File: config.mk
export PLATFORM = sky130hd
export DESIGN_NAME = tsel_top
export DESIGN_NICKNAME = d
export VERILOG_FILES = /design/src/rtl/tsel_pkg.sv /design/src/rtl/tsel_softlvl.sv /design/src/rtl/tsel_pick.sv /design/src/rtl/tsel_pending.sv /design/src/rtl/tsel_top.sv
export SDC_FILE = /design/constraint.sdc
export NUM_CORES = 1
export LEC_CHECK = 0
export BUFFER_PORTS_ARGS = -buffer_cell sky130_fd_sc_hd__buf_2
export CAP_MARGIN = 20
export CORE_UTILIZATION = 54
export CTS_BUF_LIST = sky130_fd_sc_hd__clkbuf_16
export DETAILED_ROUTE_END_ITERATION = 10
export HOLD_SLACK_MARGIN = 0.05
export PLACE_DENSITY = 0.8
export SLEW_MARGIN = 20
export SYNTH_ARGS = -nofsm -noshare
export SYNTH_HDL_FRONTEND = slang
export SYNTH_SLANG_ARGS = --single-unit
File: constraint.sdc
create_clock -name clk -period 4.5 [get_ports clk]
set_input_delay 0.45 -clock clk [delete_from_list [all_inputs] [get_ports clk]]
set_output_delay 0.45 -clock clk [all_outputs]
set_load 0.005 [all_outputs]
File: src/rtl/tsel_pkg.sv
package tsel_pkg;

    localparam int NSRC      = 7;
    localparam int SRC_W     = $clog2(NSRC);
    localparam int VEC_SPLIT = 6;

    typedef enum logic [SRC_W-1:0] {
        SRC_TLZ  = 3'd0,
        SRC_TICK = 3'd1,
        SRC_VEC  = 3'd2,
        SRC_CPU  = 3'd3,
        SRC_DEV  = 3'd4,
        SRC_RERR = 3'd5,
        SRC_SOFT = 3'd6
    } src_e;

    typedef enum logic [2:0] {
        KIND_NONE = 3'd0,
        KIND_TLZ  = 3'd1,
        KIND_TICK = 3'd2,
        KIND_VEC  = 3'd3,
        KIND_CPU  = 3'd4,
        KIND_DEV  = 3'd5,
        KIND_SOFT = 3'd6,
        KIND_RERR = 3'd7
    } kind_e;

    typedef enum logic {
        ST_IDLE = 1'b0,
        ST_RESP = 1'b1
    } rstate_e;

endpackage

File: src/rtl/tsel_softlvl.sv
module tsel_softlvl #(
    parameter int SW = 16,
    parameter int LW = $clog2(SW)
) (
    input  logic [SW-1:0] vec,
    output logic [LW-1:0] level
);

    // Highest set bit wins; bit 0 never contributes a level.
    always_comb begin
        level = '0;
        for (int i = 0; i < SW; i++) begin
            if (vec[i] && (i != 0)) begin
                level = LW'(i);
            end
        end
    end

endmodule

File: src/rtl/tsel_pick.sv
module tsel_pick
    import tsel_pkg::*;
#(
    parameter int SOFT_W = 16,
    parameter int LVL_W  = $clog2(SOFT_W),
    parameter int TL_W   = 3
) (
    input  logic [NSRC-1:0]   pend,
    input  logic              hpriv,
    input  logic              ie,
    input  logic              tlz_en,
    input  logic [TL_W-1:0]   tl,
    input  logic [SOFT_W-1:0] softint,
    input  logic [LVL_W-1:0]  pil,
    output logic              hit,
    output src_e              src,
    output kind_e             kind,
    output logic [LVL_W-1:0]  lvl,
    output logic              clr_ok
);

    logic [LVL_W-1:0]  soft_lvl;
    logic [SOFT_W-1:0] lvl_mask;
    logic [SOFT_W-1:0] soft_rest;
    logic              soft_rest_any;
    logic              soft_gives_vec;
    logic              soft_eligible;
    logic              tlz_ok;

    tsel_softlvl #(.SW(SOFT_W), .LW(LVL_W)) u_lvl (
        .vec   (softint),
        .level (soft_lvl)
    );

    always_comb begin
        lvl_mask = '0;
        lvl_mask[soft_lvl] = 1'b1;
    end

    assign soft_rest      = softint & ~lvl_mask & {{(SOFT_W-1){1'b1}}, 1'b0};
    assign soft_rest_any  = |soft_rest;
    assign soft_gives_vec = pend[SRC_SOFT] && (soft_lvl < LVL_W'(VEC_SPLIT)) && pend[SRC_VEC];
    assign soft_eligible  = pend[SRC_SOFT] && !soft_gives_vec && (soft_lvl > pil);
    assign tlz_ok         = pend[SRC_TLZ] && tlz_en && (tl == '0);

    // Priority chain: order of the branches is the priority order.
    always_comb begin
        hit    = 1'b0;
        src    = SRC_TLZ;
        kind   = KIND_NONE;
        lvl    = '0;
        clr_ok = 1'b1;
        if (hpriv) begin
            if (ie) begin
                if (pend[SRC_TICK]) begin
                    hit = 1'b1; src = SRC_TICK; kind = KIND_TICK;
                end else if (pend[SRC_VEC]) begin
                    hit = 1'b1; src = SRC_VEC;  kind = KIND_VEC;
                end
            end
        end else begin
            if (tlz_ok) begin
                hit = 1'b1; src = SRC_TLZ;  kind = KIND_TLZ;
            end else if (pend[SRC_TICK]) begin
                hit = 1'b1; src = SRC_TICK; kind = KIND_TICK;
            end else if (ie) begin
                if (pend[SRC_CPU]) begin
                    hit = 1'b1; src = SRC_CPU;  kind = KIND_CPU;
                end else if (pend[SRC_DEV]) begin
                    hit = 1'b1; src = SRC_DEV;  kind = KIND_DEV;
                end else if (soft_gives_vec) begin
                    hit = 1'b1; src = SRC_VEC;  kind = KIND_VEC;
                end else if (soft_eligible) begin
                    hit    = 1'b1;
                    src    = SRC_SOFT;
                    kind   = KIND_SOFT;
                    lvl    = soft_lvl;
                    clr_ok = !soft_rest_any;
                end else if (pend[SRC_RERR]) begin
                    hit = 1'b1; src = SRC_RERR; kind = KIND_RERR;
                end
            end
        end
    end

endmodule

File: src/rtl/tsel_pending.sv
module tsel_pending
    import tsel_pkg::*;
#(
    parameter int TYPE_W = 4,
    parameter int CNT_W  = 4
) (
    input  logic              clk,
    input  logic              rst_n,
    input  logic              post_vld,
    input  logic [TYPE_W-1:0] post_type,
    input  logic              take,
    input  src_e              take_src,
    input  logic              take_clr,
    output logic [NSRC-1:0]   pend,
    output logic              any,
    output logic              err
);

    localparam logic [CNT_W-1:0] CNT_MAX = '1;

    logic              post_ok;
    logic [NSRC-1:0]   set_vec;
    logic [NSRC-1:0]   clr_vec;
    logic [NSRC-1:0]   pend_d;
    logic [NSRC-1:0]   pend_q;
    logic [CNT_W-1:0]  cnt_q;
    logic              err_q;

    assign post_ok = post_vld && (post_type < TYPE_W'(NSRC));

    always_comb begin
        set_vec = '0;
        if (post_ok) begin
            set_vec[post_type[SRC_W-1:0]] = 1'b1;
        end
        clr_vec = '0;
        if (take && take_clr) begin
            clr_vec[take_src] = 1'b1;
        end
    end

    // Per-source flag update: a post at the same edge overrides a clear.
    for (genvar g = 0; g < NSRC; g++) begin : g_flag
        assign pend_d[g] = set_vec[g] | (pend_q[g] & ~clr_vec[g]);
    end

    always_ff @(posedge clk) begin
        if (!rst_n) begin
            pend_q <= '0;
        end else begin
            pend_q <= pend_d;
        end
    end

    always_ff @(posedge clk) begin
        if (!rst_n) begin
            cnt_q <= '0;
        end else begin
            unique case ({post_ok, take})
                2'b10:   if (cnt_q != CNT_MAX) cnt_q <= cnt_q + 1'b1;
                2'b01:   if (cnt_q != '0)      cnt_q <= cnt_q - 1'b1;
                default: cnt_q <= cnt_q;
            endcase
        end
    end

    always_ff @(posedge clk) begin
        if (!rst_n) begin
            err_q <= 1'b0;
        end else begin
            err_q <= post_vld && !post_ok;
        end
    end

    assign pend = pend_q;
    assign any  = (cnt_q != '0);
    assign err  = err_q;

    p_err_hold_r2: assert property (@(posedge clk) disable iff (!rst_n)
        (post_vld && !post_ok && !take) |=> (pend_q == $past(pend_q)) && (cnt_q == $past(cnt_q)));

    p_sat_top_r3: assert property (@(posedge clk) disable iff (!rst_n)
        (cnt_q == CNT_MAX && post_ok && !take) |=> (cnt_q == CNT_MAX));

    p_no_underflow_r3: assert property (@(posedge clk) disable iff (!rst_n)
        (cnt_q == '0 && take && !post_ok) |=> (cnt_q == '0));

    p_take_clears_r10: assert property (@(posedge clk) disable iff (!rst_n)
        (take && take_clr && ((set_vec & clr_vec) == '0)) |=> ((pend_q & $past(clr_vec)) == '0));

    p_post_wins_r11: assert property (@(posedge clk) disable iff (!rst_n)
        (post_ok && take && take_clr && (post_type[SRC_W-1:0] == take_src))
        |=> (pend_q[$past(take_src)] && (cnt_q == $past(cnt_q))));

endmodule

File: src/rtl/tsel_top.sv
module tsel_top
    import tsel_pkg::*;
#(
    parameter int TYPE_W = 4,
    parameter int CNT_W  = 4,
    parameter int TL_W   = 3,
    parameter int SOFT_W = 16,
    parameter int LVL_W  = $clog2(SOFT_W)
) (
    input  logic              clk,
    input  logic              rst_n,
    input  logic              post_vld,
    input  logic [TYPE_W-1:0] post_type,
    input  logic              hpriv,
    input  logic              ie,
    input  logic              tlz_en,
    input  logic [TL_W-1:0]   tl,
    input  logic [SOFT_W-1:0] softint,
    input  logic [LVL_W-1:0]  pil,
    input  logic              req,
    output logic              irq_pending,
    output logic              post_err,
    output logic              resp_vld,
    output logic [2:0]        resp_kind,
    output logic [LVL_W-1:0]  resp_level
);

    rstate_e          state_q;
    rstate_e          state_d;
    logic [NSRC-1:0]  pend;
    logic             pk_hit;
    src_e             pk_src;
    kind_e            pk_kind;
    logic [LVL_W-1:0] pk_lvl;
    logic             pk_clr_ok;
    logic             take;
    kind_e            kind_q;
    logic [LVL_W-1:0] lvl_q;

    tsel_pick #(.SOFT_W(SOFT_W), .LVL_W(LVL_W), .TL_W(TL_W)) u_pick (
        .pend    (pend),
        .hpriv   (hpriv),
        .ie      (ie),
        .tlz_en  (tlz_en),
        .tl      (tl),
        .softint (softint),
        .pil     (pil),
        .hit     (pk_hit),
        .src     (pk_src),
        .kind    (pk_kind),
        .lvl     (pk_lvl),
        .clr_ok  (pk_clr_ok)
    );

    assign take = req && pk_hit;

    tsel_pending #(.TYPE_W(TYPE_W), .CNT_W(CNT_W)) u_pend (
        .clk       (clk),
        .rst_n     (rst_n),
        .post_vld  (post_vld),
        .post_type (post_type),
        .take      (take),
        .take_src  (pk_src),
        .take_clr  (pk_clr_ok),
        .pend      (pend),
        .any       (irq_pending),
        .err       (post_err)
    );

    // Next-state logic
    always_comb begin
        state_d = state_q;
        unique case (state_q)
            ST_IDLE: if (req) state_d = ST_RESP;
            ST_RESP: state_d = req ? ST_RESP : ST_IDLE;
            default: state_d = ST_IDLE;
        endcase
    end

    // State register
    always_ff @(posedge clk) begin
        if (!rst_n) begin
            state_q <= ST_IDLE;
        end else begin
            state_q <= state_d;
        end
    end

    // Result capture at the request edge
    always_ff @(posedge clk) begin
        if (!rst_n) begin
            kind_q <= KIND_NONE;
            lvl_q  <= '0;
        end else if (req) begin
            kind_q <= pk_kind;
            lvl_q  <= pk_lvl;
        end
    end

    // Outputs
    always_comb begin
        resp_vld   = 1'b0;
        resp_kind  = KIND_NONE;
        resp_level = '0;
        unique case (state_q)
            ST_IDLE: ;
            ST_RESP: begin
                resp_vld   = 1'b1;
                resp_kind  = kind_q;
                resp_level = lvl_q;
            end
            default: ;
        endcase
    end

    p_resp_pulse_r4: assert property (@(posedge clk) disable iff (!rst_n)
        req |=> resp_vld);

    p_resp_quiet_r4: assert property (@(posedge clk) disable iff (!rst_n)
        !req |=> !resp_vld);

    p_hv_gate_r5: assert property (@(posedge clk) disable iff (!rst_n)
        (req && hpriv && !ie) |=> (resp_kind == KIND_NONE));

    p_tlz_gate_r6: assert property (@(posedge clk) disable iff (!rst_n)
        (take && pk_src == SRC_TLZ) |-> (tlz_en && !hpriv && tl == '0));

    p_soft_above_pil_r8: assert property (@(posedge clk) disable iff (!rst_n)
        (take && pk_src == SRC_SOFT) |-> (pk_lvl > pil));

    p_level_only_soft_r8: assert property (@(posedge clk) disable iff (!rst_n)
        (resp_vld && resp_kind != KIND_SOFT) |-> (resp_level == '0));

    p_vec_split_r9: assert property (@(posedge clk) disable iff (!rst_n)
        (take && pk_src == SRC_SOFT) |-> !(pend[SRC_VEC] && pk_lvl < LVL_W'(VEC_SPLIT)));

endmodule

After elaboration in Yosys (flattened, before gate mapping)
Cells that the tools add are included.
- register bits: 20
- input bits: 34
- output and inout bits: 10
- word-level logic and storage cells: 148
- add/subtract/negate cells: 2
- order comparisons: 9
- equal/unequal tests: 5
- muxes and demuxes: 82
- bitwise operators: 23
- reduce and logical (&&, ||, !) cells: 21
- operators by type and width (kind ; number):
    $mux 4 ; 25
    $mux 3 ; 23
    $mux 1 ; 26
    $and 16x16->16 ; 1
    $not 16->16 ; 1
    $reduce_or 15->1 ; 1
    $mux 7 ; 2
    $logic_and 1x1->1 ; 13
    $lt 3x4->1 const B ; 2
    $lt 4x3->1 const B ; 2
    $pmux 4 s2 ; 1
    $and 1x1->1 ; 7
    $not 1->1 ; 7
    $or 1x1->1 ; 7
    $demux 1 s3 ; 2
    $ge 3x1->1 const B ; 2
    $lt 4x5->1 const B ; 1
    $add 4x1->4 const B ; 1
    $demux 1 s4 ; 1
    $ge 4x1->1 const B ; 1
    $gt 4x4->1 ; 1
    $mux 2 ; 2
    $ne 4x4->1 const B ; 1
    $reduce_bool 4->1 ; 1
    other kinds (9) ; 11

Logic depth before layout (Yosys ltp)
Gate-level depths: netlist of the first run.
- depth in word-level cells: 37
- gate-level depth with buffers: 16
- mapped depth without buffers: 16

Modules after synthesis
Synthesis of the first run repeated with hierarchy kept, for this count alone.
- cell total of the unflattened synthesis: 224
- area, all modules: 1755.4 um^2
- modules (own cells, without submodules) (module ; instances ; cells each ; area each (um^2) ; sequential area each (um^2)):
    tsel_pending ; 1 ; 73 ; 654.4 ; 240.2
    tsel_pick ; 1 ; 94 ; 615.6 ; 0.0
    tsel_top ; 1 ; 32 ; 344.1 ; 160.2
    tsel_softlvl ; 1 ; 25 ; 141.4 ; 0.0

Least setup slack after synthesis of the first run
Ideal clock, no wire load.
- path kind: input port to flip-flop
- start point: input port softint[7]
- end point: register u_pend.cnt_q[3]
- setup time: 0.072 ns
- data arrival time: 3.306 ns
- required time: 4.428 ns
- slack: 1.122 ns
- stages: 16
- buffers on the path: 0
- cells stage by stage: nor2_1 > o31ai_1 > a211o_1 > a21oi_1 > inv_1 > ha_1 > nor2b_1 > o211ai_1 > a21o_1 > a21oi_4 > ha_1 > a21o_1 > a21oi_1 > nor2b_1 > a22oi_2 > mux2i_1
- word-level cells in the longest chain between the ends: 27
- elaborated cells on any way between the ends: 32
- those cells by class: order compare: 2; eq/ne: 4; mux: 18; reduce/logical: 8
- RTL lines (what ; line ; text):
    start: declaration ; tsel_top.sv:18 ; input logic [SOFT_W-1:0] softint,
    $mux 4 * (9 in series) ; tsel_softlvl.sv:13 ; if (vec[i] && (i != 0)) begin
    $lt 4x3->1 ; tsel_pick.sv:42 ; assign soft_gives_vec = pend[SRC_SOFT] && (soft_lvl < LVL_W'(VEC_SPLIT)) && pend[SRC_VEC];
    $logic_and 1x1->1 (2 in series) ; tsel_pick.sv:42 ;
    $logic_not 1->1 ; tsel_pick.sv:43 ; assign soft_eligible = pend[SRC_SOFT] && !soft_gives_vec && (soft_lvl > pil);
    $logic_and 1x1->1 (2 in series) ; tsel_pick.sv:43 ;
    $mux 1 ; tsel_pick.sv:73 ; end else if (soft_eligible) begin
    $mux 1 * ; tsel_pick.sv:71 ; end else if (soft_gives_vec) begin
    $mux 1 * ; tsel_pick.sv:69 ; end else if (pend[SRC_DEV]) begin
    $mux 1 * ; tsel_pick.sv:67 ; if (pend[SRC_CPU]) begin
    $mux 1 * ; tsel_pick.sv:66 ; end else if (ie) begin
    $mux 1 * ; tsel_pick.sv:64 ; end else if (pend[SRC_TICK]) begin
    $mux 1 * ; tsel_pick.sv:62 ; if (tlz_ok) begin
    $mux 1 * ; tsel_pick.sv:53 ; if (hpriv) begin
    $logic_and 1x1->1 * ; tsel_top.sv:55 ; assign take = req && pk_hit;
    $eq 2x2->1 / $eq 2x1->1 (equally long branches) ; tsel_pending.sv:59 ; unique case ({post_ok, take})
    $ne 2x1->1 (no line), or another cell as far along ; n/a ;
    $reduce_and 3->1 (no line) ; n/a ;
    end signal: assignment ; tsel_pending.sv:60 ; 2'b10: if (cnt_q != CNT_MAX) cnt_q <= cnt_q + 1'b1;
    end signal: assignment ; tsel_pending.sv:61 ; 2'b01: if (cnt_q != '0) cnt_q <= cnt_q - 1'b1;
    end signal: assignment ; tsel_pending.sv:62 ; default: cnt_q <= cnt_q;
    end: declaration ; tsel_pending.sv:26 ; logic [CNT_W-1:0] cnt_q;
Mark *: on every way between the ends. The rest lies on a longest branch, timed or not.
A chain may end at the register's enable or synchronous reset.

Final worst setup path of the first run
Ends and elaborated chain as after synthesis.

==> metrics.csv, run 1 <==
stage,metric,value,unit
run_status,run status,finished clean,
logic_synthesis,Cells after Synth,231,
detailed_routing,Detailed Route WL,4247,um
sta,final hold viol count,0,
floorplanning,vertical extent of the die,60.34,um
logic_synthesis,Yosys top cell by area,sky130_fd_sc_hd__dfxtp_1,
critical_path,Critical Path Sink Type,register,
logic_synthesis,post-synthesis sequential element count,20,
logic_synthesis,yosys synthesis warning count,0,
final_layout,most used cells in the layout excluding fill and tap cells,"sky130_fd_sc_hd__buf_2, sky130_fd_sc_hd__nor2_1, sky130_fd_sc_hd__nand2_1, sky130_fd_sc_hd__dfxtp_1, sky130_fd_sc_hd__a21oi_1",
clock_network,CTS max path bufs,2,
floorplanning,die outline area,0.003641,mm^2
sta,total of endpoints with negative setup slack in the final report,0,
floorplanning,io pins,44,
logic_synthesis,unique cell type count in the Yosys netlist,65,
power,maximum ir drop on the vdd rail,0.0002048,V
clock_network,Worst-Skew Late Latency,0.26,ns
min_path,worst min-delay path class,primary input to register,
clock_network,number of hold buffers added after cts,0,
clock_network,number of buffers added by the clock tree synthesis step,3,
critical_path,worst setup path category,primary input to register,
job,max_cap viols,0,
power,Leak Pwr,0.9048,nW
sta,TNS Setup,0,ns
place,final estimated routing congestion in global placement,0.9256,
sta,Period minus WS final,3.616,ns
logic_synthesis,average size of a mapped cell,7.957,um^2
detailed_routing,post-detailed-route wirelength per cell,13.48,um
detailed_routing,Initial DRT Pass Iterations,5,
detailed_routing,via density per instance,5.940,
critical_path,Reg2Reg Launch Point,u_pend.pend[1]$_SDFF_PN0_,
place,number of placed instances with taps included,311,
power,total power after layout,0.5322,mW
power,power density relative to cell area,244.3,mW/mm^2
critical_path,arrival time at the worst endpoint,3.80,ns
clock_network,post_cts resized,0,
sta,part of the cycle the worst path needs,80.36,%
sta,Highest Clock Rate,0.2765,GHz
grt,pin count of the biggest net entering global routing,25,
floorplanning,Core Rows,20,
grt,residual overflow from global routing,0,
critical_path,setup slack of the worst register-to-register path,1.85,ns
logic_synthesis,number of nets produced by synthesis,272,
final_layout,area growth from synthesis to layout,18.52,%
sta,Worst Clk Skew,0.001648,ns
grt,gr usage total,25.54,%
sta,minimum hold slack,0.4156,ns
floorplanning,initial standard-cell utilization of the core,58.29,%
logic_synthesis,async set-reset flop share out of synthesis,0,%
logic_synthesis,proportion of netlist area held by the largest area contributor,21.78,%
final_layout,most common library cell in the layout ignoring fill and taps,sky130_fd_sc_hd__buf_2,
critical_path,data required time at the worst endpoint,4.68,ns
min_path,Worst Hold End,u_pend.err$_SDFF_PN0_,
logic_synthesis,portion of the post-synthesis area used by sequential elements,21.78,%
sta,fin. max-slew vios,0,
final_layout,count of non-filler cells in the finished layout,315,
clock_network,CTS H-tree lvls,1,
grt,wire length of the first global-routing pass,6927,um
detailed_routing,number of nets with antenna violations after detailed routing,0,
clock_network,clock tree from TritonCTS,built,
clock_network,Worst-path clk slew,0.06,ns
clock_network,clock net sink count,20,
grt,number of antenna violations at the first check in global routing,0,
final_layout,NumNets Final,313,
clock_network,Root Buffer,sky130_fd_sc_hd__clkbuf_16,
place,number of buffers inserted by port buffering,42,
grt,number of global-route vias before repair,1594,
min_path,start point of the worst hold path,post_type[3],
detailed_routing,routed via count,1871,
detailed_routing,initial detailed-routing violation count,155,
logic_synthesis,netlist area before placement,0.001838,mm^2
logic_synthesis,largest cells by area after synthesis,"sky130_fd_sc_hd__dfxtp_1, sky130_fd_sc_hd__nand2_1, sky130_fd_sc_hd__nor2_1, sky130_fd_sc_hd__a21oi_1, sky130_fd_sc_hd__ha_1",
min_path,count of cells along the worst hold path,3,
place,detailed-placement wirelength estimate,3237,um
clock_network,number of buffers inserted to repair setup after CTS,0,
sta,unrepaired setup endpoints after global routing,no,
final_layout,share of post-route cells with drive strength above 1,23.99,%
detailed_routing,detailed-route DRC error count,0,
floorplanning,Die Width,60.34,um
critical_path,capture point of the worst reg-to-reg path,u_pend.cnt_q[3]$_SDFFE_PN0P_,
sta,relative max-transition margin,64.43,%
critical_path,maximum fanout along the worst path,8,
final_layout,ANT cells,0,
critical_path,path depth of the worst reg2reg path,10,
sta,actual slew at the worst max-slew pin,0.5291,ns
critical_path,critical path startpoint category,primary input,
logic_synthesis,"Primary FF master, synth",sky130_fd_sc_hd__dfxtp_1,
logic_synthesis,number of enable-type register cells in the synthesized netlist,0,
floorplanning,floorplan core area,0.003153,mm^2
how the worst max path moves through the flow:
stage / start / to / slack (ns) / cells after the start
2_1_floorplan: softint[7] / u_pend.cnt_q[3]$_SDFFE_PN0P_ / 1.12 / 16
5_1_grt: softint[7] / u_pend.cnt_q[3]$_SDFFE_PN0P_ / 0.60 / 17
3_3_place_gp: softint[7] / u_pend.cnt_q[3]$_SDFFE_PN0P_ / 0.71 / 17
6_report: softint[7] / u_pend.cnt_q[3]$_SDFFE_PN0P_ / 0.88 / 17
4_1_cts: softint[7] / u_pend.cnt_q[3]$_SDFFE_PN0P_ / 0.86 / 17
3_5_place_dp: softint[7] / u_pend.cnt_q[3]$_SDFFE_PN0P_ / 0.63 / 17
kinds of logic (layout without fill, tap and decap cells):
kind of cell | count (synthesis) | count (layout) | synth area share (%)
simple gates | 101 | 101 | 33.02
compound gates | 75 | 75 | 31.52
buf+inv | 21 | 61 | 4.697
flops | 20 | 20 | 21.78
fa+ha+maj | 7 | 7 | 5.174
mux | 6 | 6 | 3.336
xor+xnor | 1 | 1 | 0.4766
cell usage after synthesis, types with 2 or more instances:
master	number
sky130_fd_sc_hd__a31o_2	2
sky130_fd_sc_hd__a2bb2oi_1	2
sky130_fd_sc_hd__nor3_1	7
sky130_fd_sc_hd__nand3b_1	2
sky130_fd_sc_hd__a211o_1	4
sky130_fd_sc_hd__o31ai_1	4
sky130_fd_sc_hd__nor2_1	22
sky130_fd_sc_hd__inv_1	15
sky130_fd_sc_hd__nor3b_1	3
sky130_fd_sc_hd__ha_1	6
sky130_fd_sc_hd__a31oi_1	2
sky130_fd_sc_hd__o211ai_1	2
sky130_fd_sc_hd__clkbuf_1	5
sky130_fd_sc_hd__o21ai_0	11
sky130_fd_sc_hd__nor4_4	2
sky130_fd_sc_hd__nor2b_1	5
sky130_fd_sc_hd__a21o_1	2
sky130_fd_sc_hd__and2_1	11
sky130_fd_sc_hd__a41oi_1	2
sky130_fd_sc_hd__o2bb2ai_1	2
sky130_fd_sc_hd__dfxtp_1	20
sky130_fd_sc_hd__mux2i_1	5
sky130_fd_sc_hd__nor4_1	6
sky130_fd_sc_hd__nand4_1	2
sky130_fd_sc_hd__a21boi_0	3
sky130_fd_sc_hd__nand3_1	2
sky130_fd_sc_hd__a21oi_1	16
sky130_fd_sc_hd__nand2b_1	5
sky130_fd_sc_hd__a211oi_1	4
sky130_fd_sc_hd__nand2_1	22
flip-flops by register name (all words and copies together), names as in the netlist:
signal / count
u_pend.err: 1
kind_q: 3
u_pend.cnt_q: 4
lvl_q: 4
state_q: 1
u_pend.pend: 7
per-stage QoR:
step | cell area, um^2 | utilization [%] | worst slack (ns)
2_1_floorplan | 1838 | - | 1.122
3_3_place_gp | 2073 | 65.75 | 0.7139
3_5_place_dp | 2073 | 65.75 | 0.6301
4_1_cts | 2178 | 69.09 | 0.8624
5_1_grt | 2178 | 69.09 | 0.6022
6_report | 2178 | 69.09 | 0.8839
report_power, final:
group / switching [mW] / internal (mW) / leakage, nW
Clock: 0.0700 / 0.177 / 0.0511
Sequential: 0.00511 / 0.182 / 0.162
Combinational: 0.0585 / 0.0402 / 0.691
Total: 0.134 / 0.399 / 0.905
cell type report:
class | count | area (um^2)
Clock buffer | 3 | 75.07
Clock inverter | 1 | 30.03
Fill cell | 296 | 974.7
Inverter | 15 | 56.30
Multi-Input combinational cell | 190 | 1351
Sequential cell | 20 | 400.4
Tap cell | 44 | 55.05
Timing Repair Buffer | 42 | 210.2
per-layer routing:
layer	track usage [%]	share of wire, %	up-vias
met5	0	0	-
met2	43.96	48	60
met1	31.59	45	858
met4	8.638	2.0	0
li1	-	-	944
met3	5.330	4.8	9
worst max-delay path, stage by stage:
cell and delay, ns:
sky130_fd_sc_hd__buf_2 0.12, sky130_fd_sc_hd__nor2_1 0.23, sky130_fd_sc_hd__o31ai_1 0.12, sky130_fd_sc_hd__a211o_1 0.35, sky130_fd_sc_hd__a21oi_1 0.21, sky130_fd_sc_hd__inv_1 0.06, sky130_fd_sc_hd__ha_1 0.28, sky130_fd_sc_hd__nor2b_1 0.14
sky130_fd_sc_hd__o211ai_1 0.20, sky130_fd_sc_hd__a21o_1 0.36, sky130_fd_sc_hd__a21oi_4 0.15, sky130_fd_sc_hd__ha_1 0.30, sky130_fd_sc_hd__a21o_1 0.17, sky130_fd_sc_hd__a21oi_1 0.17, sky130_fd_sc_hd__nor2b_1 0.07, sky130_fd_sc_hd__a22oi_2 0.19
sky130_fd_sc_hd__mux2i_1 0.20
No activity file was read; power rests on OpenSTA's default activity.
==> run 2, diff against run 1 <==
Clock period 4.5 ns to 3.7 ns, I/O delays scaled along.
==> metrics.csv, run 2 (synthesis gave the netlist of run 1 again) <==
stage,metric,value,unit
floorplanning,Core Rows,20,
floorplanning,io pins,44,
power,total power after layout,0.6485,mW
detailed_routing,Detailed Route WL,4384,um
critical_path,capture point of the worst reg-to-reg path,u_pend.cnt_q[3]$_SDFFE_PN0P_,
critical_path,Critical Path Sink Type,register,
detailed_routing,post-detailed-route wirelength per cell,13.83,um
sta,final hold viol count,0,
clock_network,Root Buffer,sky130_fd_sc_hd__clkbuf_16,
final_layout,most common library cell in the layout ignoring fill and taps,sky130_fd_sc_hd__buf_2,
place,final estimated routing congestion in global placement,0.8910,
final_layout,share of post-route cells with drive strength above 1,24.54,%
critical_path,critical path startpoint category,primary input,
floorplanning,floorplan core area,0.003153,mm^2
final_layout,area growth from synthesis to layout,19.33,%
grt,residual overflow from global routing,0,
clock_network,Worst-Skew Late Latency,0.25,ns
power,fraction of power consumed by sequential logic,35.0,%
grt,pin count of the biggest net entering global routing,25,
final_layout,most used cells in the layout excluding fill and tap cells,"sky130_fd_sc_hd__buf_2, sky130_fd_sc_hd__nor2_1, sky130_fd_sc_hd__nand2_1, sky130_fd_sc_hd__dfxtp_1, sky130_fd_sc_hd__a21oi_1",
critical_path,arrival time at the worst endpoint,3.41,ns
power,switching share of power,25.15,%
clock_network,Worst-path clk slew,0.06,ns
sta,part of the cycle the worst path needs,87.08,%
sta,unrepaired setup endpoints after global routing,no,
job,max_cap viols,0,
critical_path,maximum fanout along the worst path,5,
grt,gr usage total,26.40,%
sta,Worst Clk Skew,0.002140,ns
grt,number of global-route vias before repair,1704,
clock_network,CTS H-tree lvls,1,
min_path,start point of the worst hold path,post_type[3],
place,number of placed instances with taps included,313,
sta,total of endpoints with negative setup slack in the final report,0,
min_path,Worst Hold End,u_pend.err$_SDFF_PN0_,
floorplanning,Die Width,60.34,um
final_layout,flip-flop count of the largest register after layout,7,
detailed_routing,number of nets with antenna violations after detailed routing,0,
clock_network,clock net sink count,20,
clock_network,clock tree from TritonCTS,built,
final_layout,ANT cells,0,
floorplanning,die outline area,0.003641,mm^2
power,power density relative to cell area,295.7,mW/mm^2
power,maximum ir drop on the vdd rail,0.0002162,V
sta,relative max-transition margin,64.45,%
critical_path,worst setup path category,primary input to register,
power,switching power,0.1631,mW
detailed_routing,initial detailed-routing violation count,97,
critical_path,data required time at the worst endpoint,3.89,ns
critical_path,path depth of the worst reg2reg path,10,
floorplanning,initial standard-cell utilization of the core,58.29,%
place,Placement Setup Slack,0.2044,ns
sta,final worst slack,0.4779,ns
run_status,run status,finished clean,
final_layout,count of non-filler cells in the finished layout,317,
sta,TNS Setup,0,ns
final_layout,fill cell count,281,
place,number of buffers inserted by port buffering,42,
grt,wire length of the first global-routing pass,7334,um
clock_network,number of buffers added by the clock tree synthesis step,3,
critical_path,Reg2Reg Launch Point,u_pend.pend[1]$_SDFF_PN0_,
sta,Highest Clock Rate,0.3104,GHz
floorplanning,vertical extent of the die,60.34,um
final_layout,end-of-flow core utilization,69.56,%
power,internal power,0.4855,mW
detailed_routing,routed via count,1838,
power,Leak Pwr,0.9141,nW
detailed_routing,Initial DRT Pass Iterations,4,
sta,actual slew at the worst max-slew pin,0.5287,ns
grt,number of antenna violations at the first check in global routing,0,
detailed_routing,detailed-route DRC error count,0,
clock_network,number of hold buffers added after cts,0,
clock_network,number of buffers inserted to repair setup after CTS,0,
min_path,worst min-delay path class,primary input to register,
sta,Period minus WS final,3.222,ns
power,portion of total power attributed to combinational logic,18.9,%
final_layout,NumNets Final,315,
detailed_routing,via density per instance,5.798,
min_path,count of cells along the worst hold path,3,
critical_path,setup slack of the worst register-to-register path,1.17,ns
place,detailed-placement wirelength estimate,3295,um
power,clock group share of total power,46.1,%
clock_network,CTS max path bufs,2,
sta,fin. max-slew vios,0,
clock_network,post_cts resized,0,
[run 2: cell count changes in the layout (fill, tap and decap cells not counted)]
cell                    change
sky130_fd_sc_hd__buf_4      +2
[run 2: power groups by stage]
stage          clock [mW]  sequential (mW)  combinational (mW)
3_3_place_gp            0            0.231               0.118
6_report            0.299            0.227               0.122
5_1_grt             0.311            0.228               0.137
2_1_floorplan           0            0.230              0.0721
3_5_place_dp            0            0.232               0.120
4_1_cts             0.302            0.227               0.122
[run 2: metal layers]
metal	vias to the layer above	wire, um	global-route usage, %
li1	954	-	-
met1	837	2023	32.55
met2	40	2158	47.57
met3	7	141	4.264
met4	0	62	6.645
met5	-	0	0
[run 2: worst max path at each step]
| stage | startpoint | endpoint | slack, ns | cells past startpoint |
|---|---|---|---|---|
| CTS | softint[7] | u_pend.cnt_q[3]$_SDFFE_PN0P_ | 0.47 | 17 |
| floorplan | softint[7] | u_pend.cnt_q[3]$_SDFFE_PN0P_ | 0.40 | 16 |
| global route | softint[7] | u_pend.cnt_q[3]$_SDFFE_PN0P_ | 0.17 | 17 |
| detailed placement | softint[7] | u_pend.cnt_q[3]$_SDFFE_PN0P_ | 0.20 | 17 |
| global placement | softint[7] | u_pend.cnt_q[3]$_SDFFE_PN0P_ | 0.26 | 17 |
| finish | softint[7] | u_pend.cnt_q[3]$_SDFFE_PN0P_ | 0.48 | 17 |
[run 2: final cells by class]
class / instances / area [um^2] / share of cell area [%]
clock buffers: 3 / 75.07 / 3.423
flip-flops and latches: 20 / 400.4 / 18.25
clock inverters: 1 / 30.03 / 1.369
repair buffers: 44 / 225.2 / 10.27
multi-input cells: 190 / 1351 / 61.61
well taps: 44 / 55.05 / 2.510
inverters: 15 / 56.30 / 2.567
[run 2: critical path, stage by stage]
cell	delay (ns)
sky130_fd_sc_hd__buf_2	0.12
sky130_fd_sc_hd__nor2_1	0.14
sky130_fd_sc_hd__o31ai_1	0.10
sky130_fd_sc_hd__a211o_1	0.34
sky130_fd_sc_hd__a21oi_1	0.22
sky130_fd_sc_hd__inv_1	0.07
sky130_fd_sc_hd__ha_1	0.28
sky130_fd_sc_hd__nor2b_1	0.13
sky130_fd_sc_hd__o211ai_1	0.12
sky130_fd_sc_hd__a21o_1	0.22
sky130_fd_sc_hd__a21oi_4	0.23
sky130_fd_sc_hd__ha_1	0.27
sky130_fd_sc_hd__a21o_1	0.17
sky130_fd_sc_hd__a21oi_1	0.17
sky130_fd_sc_hd__nor2b_1	0.08
sky130_fd_sc_hd__a22oi_2	0.19
sky130_fd_sc_hd__mux2i_1	0.19
[run 2: per-stage QoR]
step                hold slack (ns)  area [um^2]
floorplan                    0.4406         1838
global placement             0.4545         2088
CTS                          0.3476         2193
global route                 0.3624         2193
finish                       0.3430         2193
detailed placement           0.4553         2088
==> run 3, diff against run 2 <==
Settings changed: RECOVER_POWER set to 100, SETUP_SLACK_MARGIN set to 0.5.
Clock period 3.7 ns to 3.4 ns, I/O delays scaled along.
==> metrics.csv, run 3 (synthesis gave the netlist of run 1 again) <==
stage,metric,value,unit
critical_path,cell mode on critical path,sky130_fd_sc_hd__nor2b_1,
sta,part of the cycle the worst path needs,89.74,%
power,total power after layout,0.7195,mW
final_layout,most common library cell in the layout ignoring fill and taps,sky130_fd_sc_hd__buf_2,
critical_path,arrival time at the worst endpoint,3.24,ns
final_layout,fill cell count,265,
sta,final hold viol count,0,
detailed_routing,routed via count,1996,
critical_path,critical path startpoint category,primary input,
floorplanning,vertical extent of the die,60.34,um
final_layout,share of post-route cells with drive strength above 1,27.40,%
run_status,run status,finished clean,
clock_network,CTS H-tree lvls,1,
sta,total of endpoints with negative setup slack in the final report,0,
critical_path,Crit path largest cell delay,0.29,ns
detailed_routing,post-detailed-route wirelength per cell,15.36,um
detailed_routing,number of nets with antenna violations after detailed routing,0,
place,final estimated routing congestion in global placement,0.8904,
floorplanning,Die Width,60.34,um
min_path,worst min-delay path class,primary input to register,
clock_network,Worst-Skew Late Latency,0.25,ns
critical_path,series of cell instances along the critical path,"buf_4, nor2_4, o31ai_1, a211o_1, a21oi_1, inv_2, ha_1, nor2b_1, o211ai_1, a21o_2, a21oi_4, ha_4, a21o_1, a21oi_2, nor2b_1, a22oi_2, mux2i_1",
critical_path,setup slack of the worst register-to-register path,0.93,ns
sta,actual slew at the worst max-slew pin,0.9995,ns
grt,gr usage total,27.61,%
sta,Highest Clock Rate,0.3278,GHz
place,number of buffers inserted by port buffering,42,
detailed_routing,via density per instance,6.142,
grt,residual overflow from global routing,0,
sta,unrepaired setup endpoints after global routing,yes,
grt,pin count of the biggest net entering global routing,25,
sta,Period minus WS final,3.051,ns
sta,fin. max-slew vios,0,
sta,Worst Clk Skew,0.003602,ns
final_layout,ANT cells,0,
power,maximum ir drop on the vdd rail,0.0003604,V
critical_path,Critical Path Sink Type,register,
clock_network,clock net sink count,20,
clock_network,Worst-path clk slew,0.05,ns
clock_network,clock tree from TritonCTS,built,
power,power density relative to cell area,310.3,mW/mm^2
power,Leak Pwr,0.9391,nW
clock_network,number of hold buffers added after cts,0,
critical_path,maximum fanout along the worst path,4,
clock_network,CTS max path bufs,2,
final_layout,flip-flop count of the largest register after layout,7,
grt,number of global-route vias before repair,1712,
floorplanning,die outline area,0.003641,mm^2
floorplanning,floorplan core area,0.003153,mm^2
final_layout,count of non-filler cells in the finished layout,325,
clock_network,number of buffers added by the clock tree synthesis step,3,
place,Placement Setup Slack,0.07608,ns
floorplanning,io pins,44,
sta,relative max-transition margin,33.37,%
final_layout,end-of-flow core utilization,73.53,%
grt,wire length of the first global-routing pass,7507,um
final_layout,NumNets Final,323,
detailed_routing,Initial DRT Pass Iterations,4,
place,detailed-placement wirelength estimate,3458,um
final_layout,area growth from synthesis to layout,26.14,%
sta,TNS Setup,0,ns
detailed_routing,Detailed Route WL,4991,um
floorplanning,Core Rows,20,
clock_network,Root Buffer,sky130_fd_sc_hd__clkbuf_16,
final_layout,most used cells in the layout excluding fill and tap cells,"sky130_fd_sc_hd__buf_2, sky130_fd_sc_hd__nand2_1, sky130_fd_sc_hd__dfxtp_1, sky130_fd_sc_hd__nor2_1, sky130_fd_sc_hd__a21oi_1",
critical_path,worst setup path category,primary input to register,
grt,number of antenna violations at the first check in global routing,0,
detailed_routing,initial detailed-routing violation count,195,
job,max_cap viols,0,
floorplanning,initial standard-cell utilization of the core,58.29,%
detailed_routing,detailed-route DRC error count,0,
critical_path,data required time at the worst endpoint,3.58,ns
place,number of placed instances with taps included,316,
critical_path,slowest library cell on the worst path,sky130_fd_sc_hd__ha_1,
sta,final worst slack,0.3489,ns
## run 3: cell count changes in the layout (fill, tap and decap cells not counted), moves of 3 or more
cell,delta
sky130_fd_sc_hd__buf_2,-12
sky130_fd_sc_hd__buf_4,+9
sky130_fd_sc_hd__and2_0,+6
sky130_fd_sc_hd__and2_1,-6
sky130_fd_sc_hd__clkbuf_1,+6
sky130_fd_sc_hd__nor2_1,-3
## run 3: metrics by stage
stage | instance area, um^2 | hold WS, ns
2_1_floorplan | 1854 | 0.4406
3_3_place_gp | 2127 | 0.4604
3_5_place_dp | 2127 | 0.4773
4_1_cts | 2261 | 0.3160
5_1_grt | 2318 | 0.3295
6_report | 2318 | 0.3174
## run 3: metal layers
layer,up-vias,wire length [um],track usage [%]
met5,-,0,0
met4,0,140,9.302
met3,14,323,5.117
met2,89,2481,48.98
met1,925,2045,33.38
li1,968,-,-
## run 3: worst paths after layout
check | start | end | cells past startpoint
worst max-delay path | softint[7] | u_pend.cnt_q[3]$_SDFFE_PN0P_ | 17
worst max register to register | u_pend.pend[1]$_SDFF_PN0_ | u_pend.cnt_q[3]$_SDFFE_PN0P_ | 10
worst min-delay path | post_type[3] | u_pend.err$_SDFF_PN0_ | 3
worst min register to register | lvl_q[2]$_SDFFE_PN0P_ | lvl_q[2]$_SDFFE_PN0P_ | 2
## run 3: repair_timing
action	in CTS	in global routing
gates resized for setup	1	25
endpoints found under the setup margin	1	3
setup buffers	3	2
pin swaps	7	16
## run 3: worst max-delay path, delay by kind of cell
kind	cells	cell delay, ns
multiplexers	1	0.19
adder cells (fa/ha/maj)	2	0.52
AND/OR/NAND/NOR	3	0.29
buffers and inverters	2	0.19
AO/OA/AOI/OAI	9	1.73
## run 3: area by class of cell
| cell class | instances | area [um^2] | share of cell area [%] |
|---|---|---|---|
| multi-input combinational | 190 | 1401 | 60.44 |
| sequential | 20 | 400.4 | 17.27 |
| timing repair buffer | 52 | 300.3 | 12.95 |
| clock buffer | 3 | 75.07 | 3.238 |
| inverter | 15 | 56.30 | 2.428 |
| tap | 44 | 55.05 | 2.375 |
| clock inverter | 1 | 30.03 | 1.295 |
## run 3: power breakdown
part	total (mW)	switching (mW)	internal, mW
clock network	0.320	0.0867	0.234
registers	0.248	0.00739	0.241
logic	0.151	0.0865	0.0649
